### src/rtl/xbus_pkg.sv
package xbus_pkg;
  typedef enum logic [2:0] {
    ST_IDLE,
    ST_LEAD,
    ST_ACT,
    ST_TRAIL,
    ST_HOLD
  } xb_state_t;
endpackage

### src/rtl/xbus_phase_sel.sv
module xbus_phase_sel #(
  parameter int NZ = 8,
  parameter int CW = 4,
  localparam int ZW = $clog2(NZ)
) (
  input  logic [NZ*CW-1:0] cfg_lead,
  input  logic [NZ*CW-1:0] cfg_act,
  input  logic [NZ*CW-1:0] cfg_trail,
  input  logic [ZW-1:0]    zone,
  output logic [CW-1:0]    lead_m1,
  output logic [CW-1:0]    act_m1,
  output logic [CW-1:0]    trail_raw
);
  logic [CW-1:0] lead_raw, act_raw;

  always_comb begin
    lead_raw  = cfg_lead[zone*CW +: CW];
    act_raw   = cfg_act[zone*CW +: CW];
    trail_raw = cfg_trail[zone*CW +: CW];
    // zero counts stretch to a single cycle
    lead_m1   = (lead_raw == '0) ? '0 : lead_raw - 1'b1;
    act_m1    = (act_raw == '0)  ? '0 : act_raw - 1'b1;
  end
endmodule

### src/rtl/xbus_zone_dec.sv
module xbus_zone_dec #(
  parameter int NZ = 8,
  localparam int ZW = $clog2(NZ)
) (
  input  logic [ZW-1:0] zone,
  input  logic          active,
  output logic [2:0]    sel_n
);
  logic [2:0] hit;

  // bit 0: zones 0/1, bit 1: zone 2, bit 2: zones 6/7
  always_comb begin
    hit = '0;
    for (int z = 0; z < NZ; z++) begin
      if (zone == ZW'(z)) begin
        if (z == 0 || z == 1) hit[0] = 1'b1;
        if (z == 2)           hit[1] = 1'b1;
        if (z == 6 || z == 7) hit[2] = 1'b1;
      end
    end
    sel_n = ~(hit & {3{active}});
  end
endmodule

### src/rtl/xbus_rdy_sync.sv
module xbus_rdy_sync #(
  parameter int STAGES = 2
) (
  input  logic clk,
  input  logic rst_n,
  input  logic rdy_pin,
  input  logic use_sync,
  output logic rdy_out
);
  logic [STAGES-1:0] sync_q;

  always_ff @(posedge clk or negedge rst_n) begin
    if (!rst_n) sync_q <= '0;
    else        sync_q <= {sync_q[STAGES-2:0], rdy_pin};
  end

  assign rdy_out = use_sync ? sync_q[STAGES-1] : rdy_pin;
endmodule

### src/rtl/xbus_clkdiv.sv
module xbus_clkdiv (
  input  logic       clk,
  input  logic       rst_n,
  input  logic [1:0] div_sel,
  input  logic       off,
  output logic       clk_out
);
  logic [1:0] cnt_q, cnt_d;

  always_comb cnt_d = cnt_q + 2'd1;

  always_ff @(posedge clk or negedge rst_n) begin
    if (!rst_n) cnt_q <= '0;
    else        cnt_q <= cnt_d;
  end

  always_comb begin
    if (off)                  clk_out = 1'b0;
    else if (div_sel == 2'b10) clk_out = clk;
    else if (div_sel == 2'b01) clk_out = cnt_q[0];
    else                       clk_out = cnt_q[1];
  end
endmodule

### src/rtl/xbus_ctrl.sv
module xbus_ctrl
  import xbus_pkg::*;
#(
  parameter int AW = 19,
  parameter int DW = 16,
  parameter int NZ = 8,
  parameter int CW = 4,
  localparam int ZW = $clog2(NZ)
) (
  input  logic          clk,
  input  logic          rst_n,
  input  logic          req_valid,
  output logic          req_ready,
  input  logic          req_write,
  input  logic [ZW-1:0] req_zone,
  input  logic [AW-1:0] req_addr,
  input  logic [DW-1:0] req_wdata,
  output logic [DW-1:0] rsp_rdata,
  output logic          rsp_done,
  input  logic [NZ*CW-1:0] cfg_lead,
  input  logic [NZ*CW-1:0] cfg_act,
  input  logic [NZ*CW-1:0] cfg_trail,
  input  logic          cfg_rdy_async,
  input  logic [1:0]    cfg_clk_div,
  input  logic          cfg_clk_off,
  input  logic          hold_req_n,
  output logic          hold_ack_n,
  output logic          bus_oe,
  output logic [AW-1:0] bus_addr,
  output logic          cs01_n,
  output logic          cs2_n,
  output logic          cs67_n,
  output logic          rd_n,
  output logic          we_n,
  output logic          rnw,
  output logic [DW-1:0] bus_dout,
  output logic          dout_oe,
  input  logic [DW-1:0] bus_din,
  input  logic          bus_rdy,
  output logic          clk_out
);
  xb_state_t     st_q, st_d;
  logic [CW-1:0] cnt_q, cnt_d;
  logic          done_q, done_d;
  logic [AW-1:0] addr_q;
  logic [DW-1:0] wdata_q, rdata_q;
  logic [ZW-1:0] zone_q, sel_zone;
  logic          wr_q, acc_ld, rdata_ld, in_acc, rdy_s;
  logic [CW-1:0] lead_m1, act_m1, trail_raw;
  logic [2:0]    sel_n;

  assign sel_zone = (st_q == ST_IDLE) ? req_zone : zone_q;

  xbus_phase_sel #(.NZ(NZ), .CW(CW)) u_phase (
    .cfg_lead(cfg_lead), .cfg_act(cfg_act), .cfg_trail(cfg_trail),
    .zone(sel_zone), .lead_m1(lead_m1), .act_m1(act_m1), .trail_raw(trail_raw)
  );

  xbus_rdy_sync #(.STAGES(2)) u_rdy (
    .clk(clk), .rst_n(rst_n), .rdy_pin(bus_rdy),
    .use_sync(cfg_rdy_async), .rdy_out(rdy_s)
  );

  xbus_clkdiv u_clk (
    .clk(clk), .rst_n(rst_n), .div_sel(cfg_clk_div),
    .off(cfg_clk_off), .clk_out(clk_out)
  );

  assign in_acc = (st_q == ST_LEAD) || (st_q == ST_ACT) || (st_q == ST_TRAIL);

  xbus_zone_dec #(.NZ(NZ)) u_dec (
    .zone(zone_q), .active(in_acc), .sel_n(sel_n)
  );

  // next-state logic
  always_comb begin
    st_d     = st_q;
    cnt_d    = cnt_q;
    done_d   = 1'b0;
    acc_ld   = 1'b0;
    rdata_ld = 1'b0;
    case (st_q)
      ST_IDLE: begin
        if (!hold_req_n) begin
          st_d = ST_HOLD;
        end else if (req_valid) begin
          acc_ld = 1'b1;
          st_d   = ST_LEAD;
          cnt_d  = lead_m1;
        end
      end
      ST_LEAD: begin
        if (cnt_q == '0) begin
          st_d  = ST_ACT;
          cnt_d = act_m1;
        end else begin
          cnt_d = cnt_q - 1'b1;
        end
      end
      ST_ACT: begin
        if (cnt_q != '0) begin
          cnt_d = cnt_q - 1'b1;
        end else if (rdy_s) begin
          rdata_ld = !wr_q;
          if (trail_raw == '0) begin
            st_d   = ST_IDLE;
            done_d = 1'b1;
          end else begin
            st_d  = ST_TRAIL;
            cnt_d = trail_raw - 1'b1;
          end
        end
      end
      ST_TRAIL: begin
        if (cnt_q == '0) begin
          st_d   = ST_IDLE;
          done_d = 1'b1;
        end else begin
          cnt_d = cnt_q - 1'b1;
        end
      end
      ST_HOLD: begin
        if (hold_req_n) st_d = ST_IDLE;
      end
      default: st_d = ST_IDLE;
    endcase
  end

  // state registers
  always_ff @(posedge clk or negedge rst_n) begin
    if (!rst_n) begin
      st_q   <= ST_IDLE;
      cnt_q  <= '0;
      done_q <= 1'b0;
    end else begin
      st_q   <= st_d;
      cnt_q  <= cnt_d;
      done_q <= done_d;
    end
  end

  // request capture with explicit enables
  always_ff @(posedge clk or negedge rst_n) begin
    if (!rst_n) begin
      addr_q  <= '0;
      wdata_q <= '0;
      zone_q  <= '0;
      wr_q    <= 1'b0;
    end else if (acc_ld) begin
      addr_q  <= req_addr;
      wdata_q <= req_wdata;
      zone_q  <= req_zone;
      wr_q    <= req_write;
    end
  end

  always_ff @(posedge clk or negedge rst_n) begin
    if (!rst_n)        rdata_q <= '0;
    else if (rdata_ld) rdata_q <= bus_din;
  end

  // outputs
  assign req_ready  = (st_q == ST_IDLE) && hold_req_n;
  assign rsp_done   = done_q;
  assign rsp_rdata  = rdata_q;
  assign hold_ack_n = (st_q != ST_HOLD);
  assign bus_oe     = (st_q != ST_HOLD);
  assign bus_addr   = addr_q;
  assign {cs67_n, cs2_n, cs01_n} = sel_n;
  assign rd_n       = !((st_q == ST_ACT) && !wr_q);
  assign we_n       = !((st_q == ST_ACT) && wr_q);
  assign rnw        = !(in_acc && wr_q);
  assign bus_dout   = wdata_q;
  assign dout_oe    = in_acc && wr_q;

  // assertions
  a_r2_strobe_excl: assert property (@(posedge clk) disable iff (!rst_n)
    !(!rd_n && !we_n));
  a_r3_read_keeps_rnw: assert property (@(posedge clk) disable iff (!rst_n)
    !rd_n |-> rnw);
  a_r4_one_select: assert property (@(posedge clk) disable iff (!rst_n)
    $onehot0({~cs67_n, ~cs2_n, ~cs01_n}));
  a_r5_no_strobe_in_lead: assert property (@(posedge clk) disable iff (!rst_n)
    (st_q == ST_LEAD) |-> (rd_n && we_n));
  a_r6_ready_stretch: assert property (@(posedge clk) disable iff (!rst_n)
    (st_q == ST_ACT && cnt_q == '0 && !rdy_s) |=> (st_q == ST_ACT));
  a_r7_granted_floats: assert property (@(posedge clk) disable iff (!rst_n)
    !hold_ack_n |-> (!bus_oe && !dout_oe && !req_ready));
  a_r8_release: assert property (@(posedge clk) disable iff (!rst_n)
    (!hold_ack_n && hold_req_n) |=> hold_ack_n);
  a_r1_done_pulse: assert property (@(posedge clk) disable iff (!rst_n)
    rsp_done |=> !rsp_done);
endmodule

### config.mk
export PLATFORM = sky130hd
export DESIGN_NAME = xbus_ctrl
export DESIGN_NICKNAME = d
export VERILOG_FILES = /design/src/rtl/xbus_pkg.sv /design/src/rtl/xbus_phase_sel.sv /design/src/rtl/xbus_zone_dec.sv /design/src/rtl/xbus_rdy_sync.sv /design/src/rtl/xbus_clkdiv.sv /design/src/rtl/xbus_ctrl.sv
export SDC_FILE = /design/constraint.sdc
export NUM_CORES = 1
export LEC_CHECK = 0
export BUFFER_PORTS_ARGS = -buffer_cell sky130_fd_sc_hd__buf_2
export CORE_ASPECT_RATIO = 0.75
export CORE_MARGIN = 2
export CORE_UTILIZATION = 30
export DETAILED_ROUTE_END_ITERATION = 10
export GPL_TIMING_DRIVEN = 0
export PLACE_DENSITY = 0.63
export SLEW_MARGIN = 25
export SYNTH_ARGS = -nofsm -noshare
export SYNTH_HDL_FRONTEND = slang
export SYNTH_SLANG_ARGS = --single-unit
### constraint.sdc
create_clock -name clk -period 3.57 [get_ports clk]
set_input_delay 0.357 -clock clk [delete_from_list [all_inputs] [get_ports clk]]
set_output_delay 0.357 -clock clk [all_outputs]
set_load 0.05 [all_outputs]
==> summary.md, run 1 <==
| Metric | Value |
|---|---|
| Outcome | `completed` |
| PwrDens | `1000 nW/um2` |
| Worst VDD drop | `481 uV` |
| Die H | `104 um` |
| Max Slew Vio Count | `0` |
| Tcrit/Tclk final | `0.973` |
| Initial Util | `0.308` |
| Crit Path Class | `reg2reg` |
| Sw power | `2.69 mW` |
| Data required time of the worst path | `3.89 ns` |
| Switching Fraction | `0.455` |
| Initial antenna violation count | `0` |
| Core area | `13,000 um2` |
| Nets | `757` |
| Max FO, Critical Path | `17` |
| FP Rows | `36` |
| Relative slew slack | `0.545` |
| Met2 usage | `0.268` |
| Clock share of power | `0.198` |
| Die area | `14,300 um2` |
| Netlist cell types | `46` |
| Gate Count Post-Synth | `351` |
| Fillers | `1,235` |
| Most common library cell in the layout ignoring fill and taps | `buf_2` |
| Number of synthesized flops with an enable pin | `0` |
| Top_reg_cell synth | `dfrtp_1` |
| Setup violators final | `0` |
| DRC Markers | `0` |
| Via count | `3,640` |
| Crit path DAT | `3.79 ns` |
| Global route overflow | `0` |
| Total GRT Usage | `0.161` |
| Final Critical Period | `3.47 ns` |
| Drt wl/cell | `14.6 um` |
| Clk Latency, worst-skew pair | `0.43 ns` |
| Die X | `138 um` |
| Antenna cell count | `0` |
| Leakage power | `3.02 nW` |
| Routability congestion estimate | `0.830` |
| Type of the most critical hold path | `in2reg` |
| GRT Max-Usage Layer | `met2` |
| RSZ-0062 raised after global routing | `no` |
| Worst-margin pin slew | `0.681 ns` |
| Area Overhead vs Synth | `46.7%` |
| Clock transition at the registers of the reported paths | `0.06 ns` |
| Final WL | `11.3 mm` |
| Flop and latch count out of synthesis | `67` |
| Synth Net Count | `515` |
| Sequential fraction of the synthesis area | `0.418` |
| Critical Path End Type | `flip-flop` |
| Synthesized area per cell | `11.4 um2` |
| Hold Vio Cnt, Final | `0` |
| Vias in the first global route | `3,823` |
| Router iterations before antenna repair | `4` |
| CP startpoint kind | `flip-flop` |
| CTS tree | `yes` |
| Logic pwr share | `0.592` |
| FFs w/ async S/R, synth | `1.00` |
| Post-route ant nets | `0` |
| Synthesized area | `4020 um2` |
| Via density | `4.73` |
| Port Buffers | `222` |
| Hpwl dp | `9.09 mm` |
| Commonest cells after routing, fill and taps aside | `221 x buf_2, 68 x mux2i_1, 66 x dfrtp_1` |
| M3 GR Usage | `0.0458` |
| Initial DRC count | `175` |
| Layout cells sized above 1 | `0.559` |
| DP Area | `5370 um2` |
| Tot Pwr | `5.92 mW` |
| Fin Clk Skew | `0.00631 ns` |
| Flop pwr share | `0.210` |
| First-pass GRT wire length | `18.1 mm` |
| Ports | `223` |
| Post-Place Cells | `745` |
| Finished Cell Area | `5890 um2` |
| Fmax | `288 MHz` |
| GR Util met1 | `0.196` |
| Synth Warn # | `0` |
| # Max-Cap Violations | `0` |
| Internal power | `3.22 mW` |
| Largest net degree at the start of global routing | `54` |
| Non-Filler Instances | `769` |
[sequential cells by signal, summed over array words and instances, names as in the netlist]
register and cells:
wr_q 1, rsp_done 1, cnt_q 4, u_clk.cnt_q 2, st_q 3, u_rdy.sync_q 2
bus_dout 16, bus_addr 19, rsp_rdata 16, zone_q 3
[worst paths after layout]
path,start,endpoint,slack (ns),cells past startpoint
worst max-delay path,st_q[2],cnt_q[0],0.1,13
min in group asynchronous,rst_n,rsp_rdata[2],0.33,2
max in group asynchronous,rst_n,st_q[2],2.72,3
worst min-delay path,bus_rdy,u_rdy.sync_q[0],0.05,1
worst min register to register,u_rdy.sync_q[0],u_rdy.sync_q[1],0.35,0
worst max register to register,st_q[2],cnt_q[0],0.1,13
[layout make-up]
| cell class | instances | area, um2 | share of cell area |
|---|---|---|---|
| plain buffers | 18 | 125 | 0.0212 |
| inverters | 9 | 33.8 | 0.00573 |
| clock buffers | 13 | 305 | 0.0518 |
| clock inverters | 7 | 116 | 0.0197 |
| flip-flops and latches | 67 | 1680 | 0.285 |
| well taps | 171 | 214 | 0.0363 |
| repair buffers | 229 | 1190 | 0.202 |
| multi-input cells | 255 | 2230 | 0.378 |
[metal layers]
metal	part of all wire	routed length, um
met5	0	0
met4	0.018	201
met3	0.049	549
met2	0.52	5810
met1	0.42	4680
[power groups by stage]
| stage | Sequential [mW] | Clock [mW] | Combinational, mW |
|---|---|---|---|
| 2_1_floorplan | 2.08 | 0.00898 | 1.81 |
| 3_3_place_gp | 1.23 | 0.0104 | 3.36 |
| 3_5_place_dp | 1.25 | 0.0104 | 3.41 |
| 4_1_cts | 1.24 | 1.21 | 3.44 |
| 5_1_grt | 1.28 | 1.26 | 3.74 |
| 6_report | 1.24 | 1.17 | 3.50 |
[logic make-up after synthesis]
family                   after synthesis  synth area share
AO/OA/AOI/OAI                         38            0.0598
flip-flops                            67             0.418
multiplexers                         138             0.373
buffers and inverters                 29            0.0396
AND/OR/NAND/NOR                       70            0.0869
adder cells (fa/ha/maj)                4            0.0125
XOR/XNOR                               5            0.0109
[through the flow]
step / TNS (ns) / hold slack (ns) / utilization / setup WS [ns]
after global routing: 0 / 0.0369 / 0.453 / 0.00781
final: 0 / 0.0510 / 0.453 / 0.0976
after global placement: -0.753 / 0.338 / 0.410 / -0.234
after detailed placement: -0.782 / 0.230 / 0.413 / -0.233
after CTS: 0 / 0.0354 / 0.446 / 0.0542
after floorplan: 0 / 0.0614 / - / 0.234
[what timing repair did]
item                                   4_1_cts  5_1_grt
resized for setup                            7       10
pin swaps                                    1        1
endpoints found under the hold margin       14        0
setup buffers                                1        5
setup endpoints to repair                    4        4
hold buffers                                 1        0
[critical path, stage by stage (launching register included)]
cell and delay (ns):
dfrtp_2 0.43, nor3_4 0.36, mux2_4 0.35, buf_12 0.16, buf_8 0.16, mux2i_1 0.17, mux2i_1 0.09, mux2_4 0.29
inv_2 0.07, ha_1 0.14, inv_1 0.07, or4_4 0.55, and3_4 0.21, mux2_4 0.29
[cell usage after synthesis (3+ instances only)]
library cell / instances / area [um2]
a21oi_1: 12 / 60.1
a31oi_1: 3 / 18.8
buf_4: 4 / 30.0
buf_6: 3 / 33.8
clkbuf_1: 9 / 33.8
dfrtp_1: 67 / 1680
ha_1: 4 / 50.1
inv_1: 9 / 33.8
mux2_2: 63 / 709
mux2i_1: 70 / 701
nand2_1: 20 / 75.1
nand3_1: 9 / 45.0
nand3b_1: 4 / 30.0
nor2_1: 21 / 78.8
o21ai_0: 9 / 45.0
or3_1: 3 / 18.8
xnor2_1: 3 / 26.3
(Power assumes the default switching activity.)
==> run 2, diff against run 1 <==
--- a/config.mk
+++ b/config.mk
@@ -6,12 +6,13 @@
 export NUM_CORES = 1
 export LEC_CHECK = 0
 export BUFFER_PORTS_ARGS = -buffer_cell sky130_fd_sc_hd__buf_2
-export CORE_ASPECT_RATIO = 0.75
 export CORE_MARGIN = 2
 export CORE_UTILIZATION = 30
+export CTS_BUF_LIST = sky130_fd_sc_hd__clkbuf_2 sky130_fd_sc_hd__clkbuf_4 sky130_fd_sc_hd__clkbuf_8
 export DETAILED_ROUTE_END_ITERATION = 10
 export GPL_TIMING_DRIVEN = 0
 export PLACE_DENSITY = 0.63
+export SETUP_SLACK_MARGIN = 0.02
 export SLEW_MARGIN = 25
 export SYNTH_ARGS = -nofsm -noshare
 export SYNTH_HDL_FRONTEND = slang
==> run 2 against run 1 <==
Setup slack better by 0.084 ns. Total power down 6.8%. First-iteration DRC count down 58%. Die area about the same. Highest routed layer unchanged. Final area down 2.7%. Critical path type unchanged. Largest cell class unchanged. Critical endpoint unchanged. Final cell count up 0.65%. Clock power down 32%.
==> summary.md, run 2 (same netlist as run 1, synthesis figures left out) <==
| Metric | Value |
|---|---|
| Outcome | `completed (unchanged)` |
| Global route overflow | `0 (unchanged)` |
| Clock transition at the registers of the reported paths | `0.07 ns (was 0.06 ns)` |
| Clk Latency, worst-skew pair | `0.45 ns (was 0.43 ns)` |
| Ports | `223 (unchanged)` |
| R2R cell count | `12 (was 13)` |
| Slowest cell on crit path | `or4_4 (unchanged)` |
| Most common library cell in the layout ignoring fill and taps | `buf_2 (unchanged)` |
| Worst-margin pin slew | `0.646 ns (was 0.681 ns)` |
| Nets | `757 (unchanged)` |
| Vias in the first global route | `3,683 (was 3,823)` |
| Max Slew Vio Count | `0 (unchanged)` |
| Hpwl dp | `9.01 mm (was 9.09 mm)` |
| Crit Path Class | `reg2reg (unchanged)` |
| Final WL | `11.3 mm (about the same)` |
| First-pass GRT wire length | `17.4 mm (was 18.1 mm)` |
| Non-Filler Instances | `774 (was 769)` |
| PwrDens | `963 nW/um2 (was 1000 nW/um2)` |
| Post-Place Cells | `750 (was 745)` |
| CP peak stage delay | `0.53 ns (was 0.55 ns)` |
| Total GRT Usage | `0.154 (was 0.161)` |
| Most common cell on crit path | `mux2_4 (unchanged)` |
| Die X | `120 um (was 138 um)` |
| Port Buffers | `222 (unchanged)` |
| # Max-Cap Violations | `0 (unchanged)` |
| Hold Path End | `u_rdy.sync_q[0] (unchanged)` |
| Core area | `13,100 um2 (was 13,000 um2)` |
| CTS tree | `yes (unchanged)` |
| Critical Path End Type | `flip-flop (unchanged)` |
| Tot Pwr | `5.52 mW (was 5.92 mW)` |
| Initial DRC count | `74 (was 175)` |
| Max FO, Critical Path | `12 (was 17)` |
| Leakage power | `2.94 nW (was 3.02 nW)` |
| Relative slew slack | `0.568 (was 0.545)` |
| Type of the most critical hold path | `in2reg (unchanged)` |
| Setup violators final | `0 (unchanged)` |
| Crit path cell chain | `nor3_4 -> mux2_4 -> buf_12 -> mux2i_2 -> mux2i_1 -> mux2_4 -> inv_2 -> ha_1 -> inv_1 -> or4_4 -> and3_4 -> mux2_4 (was nor3_4 -> mux2_4 -> buf_12 -> buf_8 -> mux2i_1 -> mux2i_1 -> mux2_4 -> inv_2 -> ha_1 -> inv_1 -> or4_4 -> and3_4 -> mux2_4)` |
| Die area | `14,300 um2 (about the same)` |
| R2r endpoint | `cnt_q[0] (unchanged)` |
| Tcrit/Tclk final | `0.949 (was 0.973)` |
| Worst reg2reg setup slack | `0.18 ns (was 0.1 ns)` |
| Drt wl/cell | `14.6 um (about the same)` |
| Area Overhead vs Synth | `42.7% (was 46.7%)` |
| Hold Path Depth | `1 (unchanged)` |
| Via count | `3,649 (was 3,640)` |
| Initial antenna violation count | `0 (unchanged)` |
| Initial Util | `0.306 (was 0.308)` |
| Fin Clk Skew | `0.00977 ns (was 0.00631 ns)` |
| Crit path DAT | `3.72 ns (was 3.79 ns)` |
| Startpoint of the worst hold path | `bus_rdy (unchanged)` |
| Final Critical Period | `3.39 ns (was 3.47 ns)` |
| Router iterations before antenna repair | `4 (unchanged)` |
| Largest net degree at the start of global routing | `55 (was 54)` |
| Via density | `4.71 (was 4.73)` |
| FP Rows | `42 (was 36)` |
| Die H | `120 um (was 104 um)` |
| RSZ-0062 raised after global routing | `no (unchanged)` |
| Layout cells sized above 1 | `0.559 (unchanged)` |
| DRC Markers | `0 (unchanged)` |
| Final Util | `0.436 (was 0.453)` |
| Fmax | `295 MHz (was 288 MHz)` |
| Routability congestion estimate | `0.817 (was 0.830)` |
| Post-route ant nets | `0 (unchanged)` |
| Largest register FFs | `19 (unchanged)` |
| CP startpoint kind | `flip-flop (unchanged)` |
| Worst r2r src | `st_q[0] (was st_q[2])` |
| Hold Vio Cnt, Final | `0 (unchanged)` |
| Antenna cell count | `0 (unchanged)` |
| Commonest cells after routing, fill and taps aside | `221 x buf_2, 67 x mux2i_1, 66 x dfrtp_1 (was 221 x buf_2, 68 x mux2i_1, 66 x dfrtp_1)` |
| Worst VDD drop | `624 uV (was 481 uV)` |
| Final setup TNS | `0 ns (unchanged)` |
| Data required time of the worst path | `3.91 ns (was 3.89 ns)` |
run 2: area by class of cell:
cell class	instances	area, um2
Buffer	17	114
Clock buffer	14	178
Clock inverter	6	90.1
Fill cell	1260	7410
Inverter	9	33.8
Multi-Input combinational cell	255	2220
Sequential cell	67	1680
Tap cell	176	220
Timing Repair Buffer	230	1200
run 2: what timing repair did:
| action | CTS | global route |
|---|---|---|
| resized for setup | 11 | 6 |
| pin swaps | 1 | 2 |
| hold endpoints to repair | 13 | 0 |
| setup buffers | 2 | 5 |
| hold buffers | 1 | 0 |
| endpoints found under the setup margin | 4 | 3 |
run 2: stage by stage:
| stage | area, um2 | hold slack [ns] | setup slack [ns] |
|---|---|---|---|
| final | 5730 | 0.0404 | 0.182 |
| after global routing | 5730 | 0.0161 | 0.00728 |
| after CTS | 5700 | 0.0142 | 0.0246 |
| after detailed placement | 5380 | 0.226 | -0.219 |
| after global placement | 5350 | 0.336 | -0.206 |
| after floorplan | 4020 | 0.0614 | 0.234 |
run 2: metal layers:
metal,track usage,part of all wire,routed length [um]
met1,0.164,0.38,4260
met2,0.265,0.49,5490
met3,0.0699,0.12,1340
met4,0.0603,0.016,177
met5,0,0,0
run 2: worst max path at each step:
stage / startpoint / to / slack (ns) / cells past startpoint
floorplan: st_q[0] / cnt_q[0] / 0.23 / 11
global placement: st_q[0] / cnt_q[0] / -0.21 / 11
detailed placement: st_q[0] / cnt_q[0] / -0.22 / 11
CTS: st_q[1] / cnt_q[0] / 0.02 / 14
global route: st_q[0] / cnt_q[1] / 0.007 / 14
finish: st_q[0] / cnt_q[0] / 0.18 / 12
run 2: worst max-delay path: cells and delay by family, from the launching register on:
kind	cells	cell delay [ns]
and+or+nand+nor	3	1.06
adders and majority gates	1	0.14
buffers and inverters	3	0.31
DFF	1	0.45
muxes	5	1.31
run 2: power breakdown:
part / leakage, nW / internal [mW] / switching (mW)
Clock: 0.139 / 0.476 / 0.319
Sequential: 0.823 / 1.06 / 0.187
Combinational: 1.98 / 1.33 / 2.14
